<file path="src/rtl/opm_pkg.sv">
package opm_pkg;

    typedef enum logic [1:0] {
        CH_FROZEN     = 2'b00,
        CH_PWM_LOW    = 2'b01,
        CH_PWM_HIGH   = 2'b10,
        CH_FROZEN_ALT = 2'b11
    } ch_mode_e;

    // Only the two PWM modes drive a compare-dependent level.
    function automatic logic mode_is_pwm(ch_mode_e m);
        return (m == CH_PWM_LOW) || (m == CH_PWM_HIGH);
    endfunction

    // Level a threshold match leaves the reference at.
    function automatic logic post_match_level(ch_mode_e m);
        return (m == CH_PWM_HIGH);
    endfunction

    // Reference level for a counter value either below or at/above threshold.
    function automatic logic ref_level(ch_mode_e m, logic below_cmp);
        case (m)
            CH_PWM_LOW:  return below_cmp;
            CH_PWM_HIGH: return !below_cmp;
            default:     return 1'b0;
        endcase
    endfunction

endpackage

</file>
<file path="src/rtl/opm_trig_sync.sv">
module opm_trig_sync #(
    parameter int SYNC_STAGES = 2
) (
    input  logic clk,
    input  logic rst,
    input  logic trig_in,
    input  logic edge_falling,
    output logic edge_hit
);
    localparam int LAST = SYNC_STAGES - 1;

    logic [SYNC_STAGES-1:0] chain_q;
    logic                   prev_q;

    always_ff @(posedge clk) begin
        if (rst) chain_q[0] <= 1'b0;
        else     chain_q[0] <= trig_in;
    end

    generate
        for (genvar s = 1; s < SYNC_STAGES; s++) begin : g_stage
            always_ff @(posedge clk) begin
                if (rst) chain_q[s] <= 1'b0;
                else     chain_q[s] <= chain_q[s-1];
            end
        end
    endgenerate

    always_ff @(posedge clk) begin
        if (rst) prev_q <= 1'b0;
        else     prev_q <= chain_q[LAST];
    end

    always_comb begin
        if (edge_falling) edge_hit = !chain_q[LAST] && prev_q;
        else              edge_hit = chain_q[LAST] && !prev_q;
    end

endmodule

</file>
<file path="src/rtl/opm_counter.sv">
module opm_counter #(
    parameter int CNT_W = 8
) (
    input  logic             clk,
    input  logic             rst,
    input  logic             start,
    input  logic [CNT_W-1:0] reload_val,
    output logic             run,
    output logic [CNT_W-1:0] cnt,
    output logic             at_end
);
    localparam logic [CNT_W-1:0] CNT_ONE = CNT_W'(1);

    assign at_end = run && (cnt == reload_val);

    always_ff @(posedge clk) begin
        if (rst) begin
            run <= 1'b0;
            cnt <= '0;
        end else if (start) begin
            run <= 1'b1;
            cnt <= '0;
        end else if (run) begin
            if (at_end) begin
                run <= 1'b0;
                cnt <= '0;
            end else begin
                cnt <= cnt + CNT_ONE;
            end
        end
    end

endmodule

</file>
<file path="src/rtl/opm_out_stage.sv">
module opm_out_stage
    import opm_pkg::*;
#(
    parameter int CNT_W = 8
) (
    input  logic             clk,
    input  logic             rst,
    input  logic             start,
    input  logic             run,
    input  logic             at_end,
    input  logic [CNT_W-1:0] cnt,
    input  logic [CNT_W-1:0] cmp_val,
    input  ch_mode_e         mode,
    input  logic             fast_start,
    output logic             pulse
);
    logic fast_active;
    logic pulse_d;

    assign fast_active = fast_start && mode_is_pwm(mode);

    always_comb begin
        if (start && fast_active) begin
            pulse_d = post_match_level(mode);
        end else if (run && !at_end) begin
            if (fast_active) pulse_d = post_match_level(mode);
            else             pulse_d = ref_level(mode, cnt < cmp_val);
        end else begin
            pulse_d = 1'b0;
        end
    end

    always_ff @(posedge clk) begin
        if (rst) pulse <= 1'b0;
        else     pulse <= pulse_d;
    end

endmodule

</file>
<file path="src/rtl/opm_pulse_gen.sv">
module opm_pulse_gen
    import opm_pkg::*;
#(
    parameter int CNT_W       = 8,
    parameter int SYNC_STAGES = 2
) (
    input  logic             clk,
    input  logic             rst,
    input  logic             trig_in,
    input  logic             edge_falling,
    input  logic [1:0]       mode_sel,
    input  logic             fast_start,
    input  logic [CNT_W-1:0] cmp_val,
    input  logic [CNT_W-1:0] reload_val,
    output logic             pulse_out,
    output logic             busy
);
    logic             edge_hit;
    logic             start;
    logic             run_q;
    logic             at_end;
    logic [CNT_W-1:0] cnt_q;
    ch_mode_e         mode;

    assign mode  = ch_mode_e'(mode_sel);
    assign start = edge_hit && !run_q;
    assign busy  = run_q;

    opm_trig_sync #(.SYNC_STAGES(SYNC_STAGES)) sync_i (
        .clk          (clk),
        .rst          (rst),
        .trig_in      (trig_in),
        .edge_falling (edge_falling),
        .edge_hit     (edge_hit)
    );

    opm_counter #(.CNT_W(CNT_W)) cnt_i (
        .clk        (clk),
        .rst        (rst),
        .start      (start),
        .reload_val (reload_val),
        .run        (run_q),
        .cnt        (cnt_q),
        .at_end     (at_end)
    );

    opm_out_stage #(.CNT_W(CNT_W)) out_i (
        .clk        (clk),
        .rst        (rst),
        .start      (start),
        .run        (run_q),
        .at_end     (at_end),
        .cnt        (cnt_q),
        .cmp_val    (cmp_val),
        .mode       (mode),
        .fast_start (fast_start),
        .pulse      (pulse_out)
    );

endmodule

</file>
<file path="config.mk">
export PLATFORM = sky130hd
export DESIGN_NAME = opm_pulse_gen
export DESIGN_NICKNAME = d
export VERILOG_FILES = /design/src/rtl/opm_pkg.sv /design/src/rtl/opm_trig_sync.sv /design/src/rtl/opm_counter.sv /design/src/rtl/opm_out_stage.sv /design/src/rtl/opm_pulse_gen.sv
export SDC_FILE = /design/constraint.sdc
export NUM_CORES = 1
export LEC_CHECK = 0
export CORE_ASPECT_RATIO = 0.75
export CORE_MARGIN = 1.5
export CORE_UTILIZATION = 47
export DETAILED_ROUTE_END_ITERATION = 7
export PLACE_DENSITY_LB_ADDON = 0.2
export SLEW_MARGIN = 20
export SYNTH_ARGS = -nofsm -noshare
export SYNTH_HDL_FRONTEND = slang
export SYNTH_HIERARCHICAL = 1
export SYNTH_SLANG_ARGS = --single-unit
export TNS_END_PERCENT = 5
</file>
<file path="constraint.sdc">
create_clock -name clk -period 1.8 [get_ports clk]
set_input_delay 0.36 -clock clk [delete_from_list [all_inputs] [get_ports clk]]
set_output_delay 0.36 -clock clk [all_outputs]
set_load 0.03 [all_outputs]
</file>
* Yosys cells after proc, flatten, opt, wreduce, memory -nomap -nowiden
Index checks and enable logic that the tools add are counted.
** Cells by class
- Add/subtract/negate cells :: 1
- Magnitude comparators :: 1
- Equal/unequal tests :: 3
- Muxes and demuxes :: 9
- Reduce and logical (&&, ||, !) cells :: 14
** Operators with widths (count)
- $add 8x1->8 const B :: 1
- $eq 8x8->1 :: 1
- $lt 8x8->1 :: 1
- $mux 8 :: 1
- $logic_and 1x1->1 :: 7
- $mux 1 :: 7
- $logic_not 1->1 :: 5
- $eq 2x1->1 const B :: 1
- $eq 2x2->1 const B :: 1
- $pmux 1 s2 :: 1
- $reduce_or 2->1 :: 1
- $logic_or 1x1->1 :: 1
** Storage, ports and cells
- Bits in registers :: 13
- Output and inout port bits :: 2
- Word-level logic and storage cells :: 34

* Longest topological paths before layout
Gate-level depths: netlist of the first run.
- Word-level depth :: 6
- Depth in mapped cells :: 7
- Gate-level depth less buffers :: 7

* By module
The synthesis of the first run kept the hierarchy.
** Modules (own cells, without submodules)
- opm_counter :: instances 1, cells each 57, area an instance 504.2 sq um, seq. area each 180.2 sq um
- opm_out_stage :: instances 1, cells each 36, area an instance 290.3 sq um, seq. area each 20.0 sq um
- opm_trig_sync :: instances 1, cells each 9, area an instance 101.3 sq um, seq. area each 60.1 sq um
- opm_pulse_gen :: instances 1, cells each 1, area an instance 13.8 sq um, seq. area each 0.0 sq um

* Worst setup path before layout of the first run
OpenSTA, ideal clock, no wires.
- Path kind :: input -> register
- Start :: input port cmp_val[2]
- End :: register out_i.pulse
- Library setup time :: 66 ps
- Arrival time :: 1610 ps
- Data required time :: 1734 ps
- Setup slack :: 124 ps
- Cell stages on the path :: 7
- Buffers on the path :: 0
- Path through :: inv_1 -> ha_1 -> a211o_1 -> a31oi_1 -> o211ai_1 -> mux2_4 -> a21oi_2
** Between the ends
- Cells in the longest elaborated chain, start to end :: 6
** Ends and longest elaborated chain
- from (decl) :: line opm_pulse_gen.sv:13 : input logic [CNT_W-1:0] cmp_val,
- $lt 8x8->1 * :: line opm_out_stage.sv:27 : else pulse_d = ref_level(mode, cnt < cmp_val);
- $logic_not 1->1 :: line opm_pkg.sv:24 : CH_PWM_HIGH: return !below_cmp;
- $pmux 1 s2 * :: line opm_pkg.sv:22 : case (m)
- $mux 1 * :: line opm_out_stage.sv:26 : if (fast_active) pulse_d = post_match_level(mode);
- $mux 1 * :: line opm_out_stage.sv:25 : end else if (run && !at_end) begin
- $mux 1 * :: line opm_out_stage.sv:23 : if (start && fast_active) begin
- to (signal assigned) :: line opm_out_stage.sv:35 : else pulse <= pulse_d;
- to (decl) :: line opm_out_stage.sv:15 : output logic pulse
Every way passes the cells marked *; elsewhere a longest branch is shown, timed or not.
A chain may end at the register's enable or synchronous reset.

* Worst setup path after layout of the first run
- Start :: input port mode_sel[0]
- End :: register out_i.pulse
** Between the ends
- Cells in the longest elaborated chain, start to end :: 6
- Elaborated cells between the ends (all ways) :: 9
- Classes of those cells :: 2 x eq/ne; 4 x mux; 3 x reduce/logical
** Ends and longest elaborated chain
- from (decl) :: line opm_pulse_gen.sv:11 : input logic [1:0] mode_sel,
- parallel branches: the longest is 5 deep, another holds $eq 2x2->1
- $mux 1 * :: line opm_out_stage.sv:23
Every way passes the cells marked *.

==> results of run 1 <==
-- sequential cells by signal, summed over array words and instances (netlist names) --
signal          count
sync_i/chain_q      2
out_i/pulse         1
sync_i/prev_q       1
cnt_i/cnt           8
cnt_i/run           1
-- cell families (layout without fill, tap and decap cells) --
kind of cell | count (synthesis) | after routing
xor gates and xnor gates | 14 | 14
DFF | 13 | 13
adders and majority gates | 10 | 10
and+or+nand+nor | 39 | 39
muxes | 1 | 1
buffers and inverters | 13 | 58
AOI/OAI and AO/OA | 13 | 13
-- worst paths after layout --
path	start	endpoint	slack, ns
setup reg to reg	cnt_i/cnt[2]$_SDFFE_PP0P_	out_i/pulse$_SDFF_PP0_	0.14
hold reg to reg	sync_i/chain_q[0]$_SDFF_PP0_	sync_i/chain_q[1]$_SDFF_PP0_	0.45
hold / removal	sync_i/chain_q[0]$_SDFF_PP0_	sync_i/chain_q[1]$_SDFF_PP0_	0.45
setup / recovery	mode_sel[0]	out_i/pulse$_SDFF_PP0_	0.13
-- placed cells by master (no fill, tap or decap) --
| master | synthesis | final |
|---|---|---|
| nand4_2 | 1 | 1 |
| xor2_1 | 3 | 3 |
| clkbuf_4 | 0 | 3 |
| and4_1 | 1 | 1 |
| or3_1 | 1 | 1 |
| or2b_1 | 1 | 1 |
| o21ai_1 | 0 | 1 |
| nand2b_1 | 1 | 1 |
| nor2b_4 | 1 | 1 |
| o22ai_2 | 1 | 1 |
| clkbuf_1 | 0 | 1 |
| inv_2 | 0 | 4 |
| nand3_1 | 4 | 4 |
| dlygate4sd2_1 | 0 | 8 |
| inv_1 | 12 | 8 |
| o22ai_1 | 1 | 1 |
| a31oi_1 | 1 | 1 |
| buf_4 | 0 | 18 |
| mux2_4 | 1 | 1 |
| xnor2_1 | 11 | 11 |
| a21oi_2 | 1 | 1 |
| a21oi_1 | 2 | 2 |
| ha_1 | 10 | 4 |
| nor3_2 | 2 | 2 |
| or2_0 | 1 | 1 |
| ha_4 | 0 | 4 |
| nor2b_1 | 4 | 4 |
| nor3_1 | 5 | 5 |
| ha_2 | 0 | 2 |
| nand4_1 | 5 | 5 |
| a211o_1 | 2 | 2 |
| o211ai_1 | 1 | 1 |
| dfxtp_1 | 13 | 13 |
| clkdlybuf4s50_1 | 0 | 16 |
| nor3_4 | 1 | 1 |
| nor2_1 | 4 | 4 |
| o211ai_2 | 1 | 1 |
| o21ai_0 | 3 | 2 |
| nand2_1 | 7 | 7 |
-- through the flow --
stage | TNS, ns | instance area, um2 | hold WS [ns] | instances
after floorplan | 0 | 909.6 | 0.4138 | 103
after global placement | -0.4199 | 1308 | 0.4176 | 166
after detailed placement | -0.6079 | 1308 | 0.4345 | 166
after CTS | 0 | 1379 | 0.4523 | 170
after global routing | 0 | 1379 | 0.4778 | 170
final | 0 | 1379 | 0.4516 | 170
-- layout make-up --
class | instances | area [um2]
clock buffers | 4 | 26.28
fillers | 138 | 394.1
inverters | 12 | 45.04
multi-input cells | 77 | 654.4
flip-flops and latches | 13 | 260.3
well taps | 22 | 27.53
repair buffers | 42 | 365.4
-- critical path, delay by kind of cell --
family	cells	cell delay (ns)
buf+inv	3	0.58
compound gates	3	0.37
mux	1	0.32
fa+ha+maj	1	0.26
-- routing by layer --
metal | part of all wire | global-route usage
met3 | 0.052 | 0.04380
met5 | 0 | 0
met1 | 0.44 | 0.2749
met2 | 0.50 | 0.4848
met4 | 0.0099 | 0.07692
-- what timing repair did --
action	CTS	global route
resized for setup	19	0
hold buffers	0	0
endpoints found under the setup margin	2	0
-- where the power goes --
part / total [W] / switching, W / leakage (nW) / internal [W]
Sequential: 0.000299 / 0.00000638 / 0.105 / 0.000293
Combinational: 0.000137 / 0.0000550 / 0.465 / 0.0000822
Clock: 0.000187 / 0.000101 / 0.0150 / 0.0000859
==> metrics.md, run 1 <==
| Metric | Value |
|---|---|
| Layout area overhead | 51.58% |
| Crit Path Category | input port to flip-flop |
| Power Total | 0.0006233 W |
| CP endpoint kind | flip-flop |
| CTS tree | done |
| Ys async rst share | 0 |
| Std cell rows | 13 |
| Grt total ovfl | 0 |
| Final #Nets | 182 |
| Worst hold path type | flip-flop to flip-flop |
| Core area | 1773 um2 |
| FMAX | 600.1 MHz |
| Sequential area share after synthesis | 0.2861 |
| Critical Path Start Type | input port |
| Die Y | 41.10 um |
| Post-synth EDFFs | 0 |
| Critical-path cell list | clkdlybuf4s50_1, inv_1, ha_1, inv_1, a21oi_1, o211ai_1, mux2_4, a21oi_2 |
| Syn Nets | 136 |
| Max Slew Vio Count | 0 |
| Number of I/O pins | 25 |
| Hold Path Depth | 1 |
| Main flop type after synthesis | dfxtp_1 |
| Worst Path Arrival | 1.88 ns |
| Share of layout cells above drive strength 1 | 0.2703 |
| Slew headroom | 0.7990 |
| FF-to-FF path depth | 6 |
| Critical Path Fanout Max | 2 |
| Worst stage delay on the critical path | 0.48 ns |
| Total wire length | 2333 um |
| Slowest CP cell | clkdlybuf4s50_1 |
| Adder-cell share of the synthesized area | 0.1376 |
| Top-area cell type share of the netlist area | 0.2861 |
| Pre-antenna DRT Iters | 4 |
| Dpl hpwl | 1900 um |
| Drt via density | 5.053 |
| DIE WIDTH | 53.80 um |
| Fin crit period | 1.666 ns |
| Cell mode on critical path | inv_1 |
| Yosys reg bits | 13 |
| Top post-synthesis cells by area | dfxtp_1, ha_1, xnor2_1 |
| Vias in the first global route | 829 |
| Post-Syn Instances | 103 |
| Final Hold Vio Count | 0 |
| Diodes inserted | 0 |
| Final Setup Violations | 0 |
| Largest net degree at the start of global routing | 8 |
| Worst Max-Slew Pin Slew | 0.3005 ns |
| Post-CTS Setup Bufs | 0 |
| Global-route wire length before repair | 3670 um |
| Most common cell in the netlist | dfxtp_1 |
| Area share of and/or/nand/nor cells after synthesis | 0.2641 |
| Max IR drop VDD | 0.4628 mV |
| H-Tree Depth | 1 |
| Period Utilization, post-route | 0.9257 |
| DIE AREA | 2211 um2 |
| Max cap viols | 0 |
| Dominant cell type by area after synthesis | dfxtp_1 |
| Clk_lat worst skew | 0.28 ns |
| Leakage | 0.5856 nW |
| Iter 0 DRT Violations | 16 |
| Residual DRC | 0 |
| Status | finished clean |
| Most instantiated cells after synthesis | dfxtp_1, inv_1, xnor2_1 |
| RSZ-0062 raised after global routing | false |
| Synth Area in Compound Gates | 0.1059 |
| Worst path required time | 2.02 ns |
| DR WL/cell | 13.72 um |
| CTS Sinks | 13 |
| Post-DRT Antenna Nets | 0 |
| Initial antenna violation count | 0 |
| Post-synthesis xor/xnor area fraction | 0.1348 |
| Largest family of logic cells by synthesized area | simple AND/OR/NAND/NOR gates |
| Synthesized area per cell | 8.831 um2 |
| GPL Wtd Cong | 0.7961 |
| Final worst-path setup slack | 0.1337 ns |
| Post-synthesis mux area share | 0.01651 |
| Post-Syn Area | 909.6 um2 |
| Synth warn | 6 |
| Post-synth cell types | 31 |
| Final Util | 0.7777 |
| Clk_skew | 0.006890 ns |
| Root buffer cell | clkbuf_4 |
| Total track usage | 0.2468 |
| CTS Buf Count | 3 |
| Via Count | 859 |
| Bufs on Longest Clock Path | 2 |
| Initial Util | 0.5131 |
| I/O Buffers | 24 |
| PwrDens | 452.0 nW/um2 |
| Clock Pin Slew Worst Setup and Hold Paths | 0.08 ns |
| Dpl ws | -0.4689 ns |
Power figures use the tool's default switching activity.
==> run 2: changes to the inputs <==
- SETUP_SLACK_MARGIN: not set -> 0.4
- SLEW_MARGIN: 20 -> not set
==> run 2 against run 1 <==
Net effect:
- final cell count fell by 1.2%
- sequential share of layout area grew 1.1 points
- hold slack worse by 0.0051 ns
- critical path depth shrank 2
- via count grew 2.0%
- clock skew fell by 0.0058 ns
- first-iteration DRC count decreased by 13%
- clock-buffer cell count stayed put
- final area increased by 1.7%
- sequential power fell by 2%
- flip-flop and latch count did not move
- register-to-register slack better by 0.03 ns
- critical path type is now flip-flop to flip-flop
- critical endpoint unchanged
==> metrics.md, run 2 (synthesis gave the netlist of run 1 again) <==
| Metric | Value |
|---|---|
| Critical Path Fanout Max | 4 |
| Vias in the first global route | 850 |
| Status | finished clean |
| Diodes inserted | 0 |
| Share of layout cells above drive strength 1 | 0.3151 |
| Drt via density | 5.214 |
| Final Hold Vio Count | 0 |
| Final #Nets | 180 |
| Grt total ovfl | 0 |
| Worst Path Arrival | 1.84 ns |
| Post-DRT Antenna Nets | 0 |
| PwrDens | 431.3 nW/um2 |
| CTS Sinks | 13 |
| Critical Path Start Type | flip-flop |
| Std cell rows | 13 |
| GR Util met3 | 0.05839 |
| Busiest grt layer | met2 |
| H-Tree Depth | 1 |
| Worst hold path type | flip-flop to flip-flop |
| RSZ-0062 raised after global routing | true |
| Filler cells | 131 |
| Slew headroom | 0.8020 |
| Max Slew Vio Count | 0 |
| Worst path required time | 2.01 ns |
| Clock Pin Slew Worst Setup and Hold Paths | 0.08 ns |
| Pre-antenna DRT Iters | 6 |
| Reg2Reg Setup Slack | 0.17 ns |
| HP Start | sync_i/chain_q[0]$_SDFF_PP0_ |
| Clk_skew | 0.001068 ns |
| Multi-input gate area | 670.6 um2 |
| Hold Path Depth | 1 |
| Bufs on Longest Clock Path | 2 |
| Placed cell area | 1319 um2 |
| Most frequent cells in the layout | buf_4, clkdlybuf4s50_1, xnor2_1 |
| Top reg by flops | cnt_i/cnt |
| Iter 0 DRT Violations | 14 |
| Worst Max-Slew Pin Slew | 0.2982 ns |
| Met1 Use GR | 0.2402 |
| Worst R2R End | out_i/pulse$_SDFF_PP0_ |
| Design area | 1403 um2 |
| Initial Util | 0.5131 |
| Beginning of the worst register-to-register path | cnt_i/cnt[4]$_SDFFE_PP0P_ |
| GPL Wtd Cong | 0.8354 |
| CP endpoint kind | flip-flop |
| Core area | 1773 um2 |
| Number of I/O pins | 25 |
| Total wire length | 2335 um |
| Dpl hpwl | 1873 um |
| Final Setup Violations | 0 |
| Die Y | 41.10 um |
| FMAX | 613.4 MHz |
| Hold path endpoint | sync_i/chain_q[1]$_SDFF_PP0_ |
| Crit Path Category | flip-flop to flip-flop |
| I/O Buffers | 24 |
| Via Count | 876 |
| Global-route wire length before repair | 3498 um |
| Commonest non-fill, non-tap cell in the layout | buf_4 |
| Worst hold slack | 0.4465 ns |
| DR WL/cell | 13.90 um |
| DIE WIDTH | 53.80 um |
| Max IR drop VDD | 0.4852 mV |
| Biggest regs | cnt_i/cnt x8, sync_i/chain_q x2 |
| CTS tree | done |
| Layout area overhead | 54.20% |
| Largest register FFs | 8 |
| Met2 Resource Use GR | 0.4482 |
| Leakage | 0.5946 nW |
| Max cap viols | 0 |
| Seq. cell area | 280.3 um2 |
| Clk_lat worst skew | 0.27 ns |
| CTS Buf Count | 3 |
| Initial antenna violation count | 0 |
| FF-to-FF path depth | 6 |
| Root buffer cell | clkbuf_4 |
| Period Utilization, post-route | 0.9057 |
| Largest net degree at the start of global routing | 11 |
| DIE AREA | 2211 um2 |
| Total track usage | 0.2364 |
| Fin crit period | 1.630 ns |
| Residual DRC | 0 |
run 2: cell types whose count changed in the layout (fill, tap and decap cells not counted), moves of 2 or more:
cell / before / now
buf_4: 18 / 16
dlygate4sd2_1: 8 / 10
clkdlybuf4s50_1: 16 / 13
dfxtp_1: 13 / 7
dfxtp_4: 0 / 5
run 2: worst max path at each step:
| stage | slack, ns | cells past startpoint | end | from |
|---|---|---|---|---|
| final | 0.17 | 6 | out_i/pulse$_SDFF_PP0_ | cnt_i/cnt[4]$_SDFFE_PP0P_ |
| after CTS | 0.16 | 6 | out_i/pulse$_SDFF_PP0_ | cnt_i/cnt[7]$_SDFFE_PP0P_ |
| after global placement | -0.30 | 8 | out_i/pulse$_SDFF_PP0_ | cmp_val[2] |
| after global routing | 0.11 | 8 | out_i/pulse$_SDFF_PP0_ | cnt_i/cnt[5]$_SDFFE_PP0P_ |
| after detailed placement | -0.34 | 8 | out_i/pulse$_SDFF_PP0_ | cmp_val[2] |
| after floorplan | 0.26 | 6 | out_i/pulse$_SDFF_PP0_ | cnt_i/cnt[2]$_SDFFE_PP0P_ |
run 2: area by class of cell:
| class | count | area share |
|---|---|---|
| clock buffers | 4 | 0.01873 |
| inverters | 12 | 0.03390 |
| multi-input cells | 77 | 0.4781 |
| flip-flops and latches | 13 | 0.1998 |
| well taps | 22 | 0.01963 |
| repair buffers | 40 | 0.2498 |
run 2: stage by stage:
step           setup WS, ns  std cells    util  TNS (ns)   power, W
2_1_floorplan        0.2580        103       -         0  0.0003605
3_3_place_gp        -0.2977        159  0.7438   -0.3343  0.0004387
3_5_place_dp        -0.3370        159  0.7438   -0.4031  0.0004443
4_1_cts              0.1634        165  0.7657         0  0.0006150
5_1_grt              0.1105        168  0.7911         0  0.0006394
6_report             0.1697        168  0.7911         0  0.0006049
run 2: routing by layer:
metal / wire [um] / share of wire / vias to the layer above
li1: - / - / 446
met1: 987 / 0.42 / 397
met2: 1173 / 0.50 / 23
met4: 65 / 0.028 / 0
met3: 109 / 0.047 / 10
met5: 0 / 0 / -
run 2: timing repair:
| item | CTS | global route |
|---|---|---|
| gates resized for setup | 17 | 5 |
| gates cloned | 0 | 0 |
| pin swaps | 6 | 6 |
| setup buffers | 2 | 3 |
| hold buffers | 0 | 0 |
| endpoints found under the setup margin | 11 | 11 |
run 2: critical path, stage by stage, from the launching register on:
cell and delay [ns]:
dfxtp_4 0.38, ha_4 0.25, and4_1 0.20, o21ai_1 0.07, o211ai_1 0.23, mux2_4 0.33
a21oi_2 0.11
run 2: where the power goes:
part | leakage [nW] | total (W) | internal (W) | switching (W)
sequential | 0.110 | 0.000293 | 0.000285 | 0.00000769
clock | 0.0150 | 0.000177 | 0.0000857 | 0.0000913
combinational | 0.470 | 0.000135 | 0.0000792 | 0.0000556
total | 0.595 | 0.000605 | 0.000450 | 0.000155
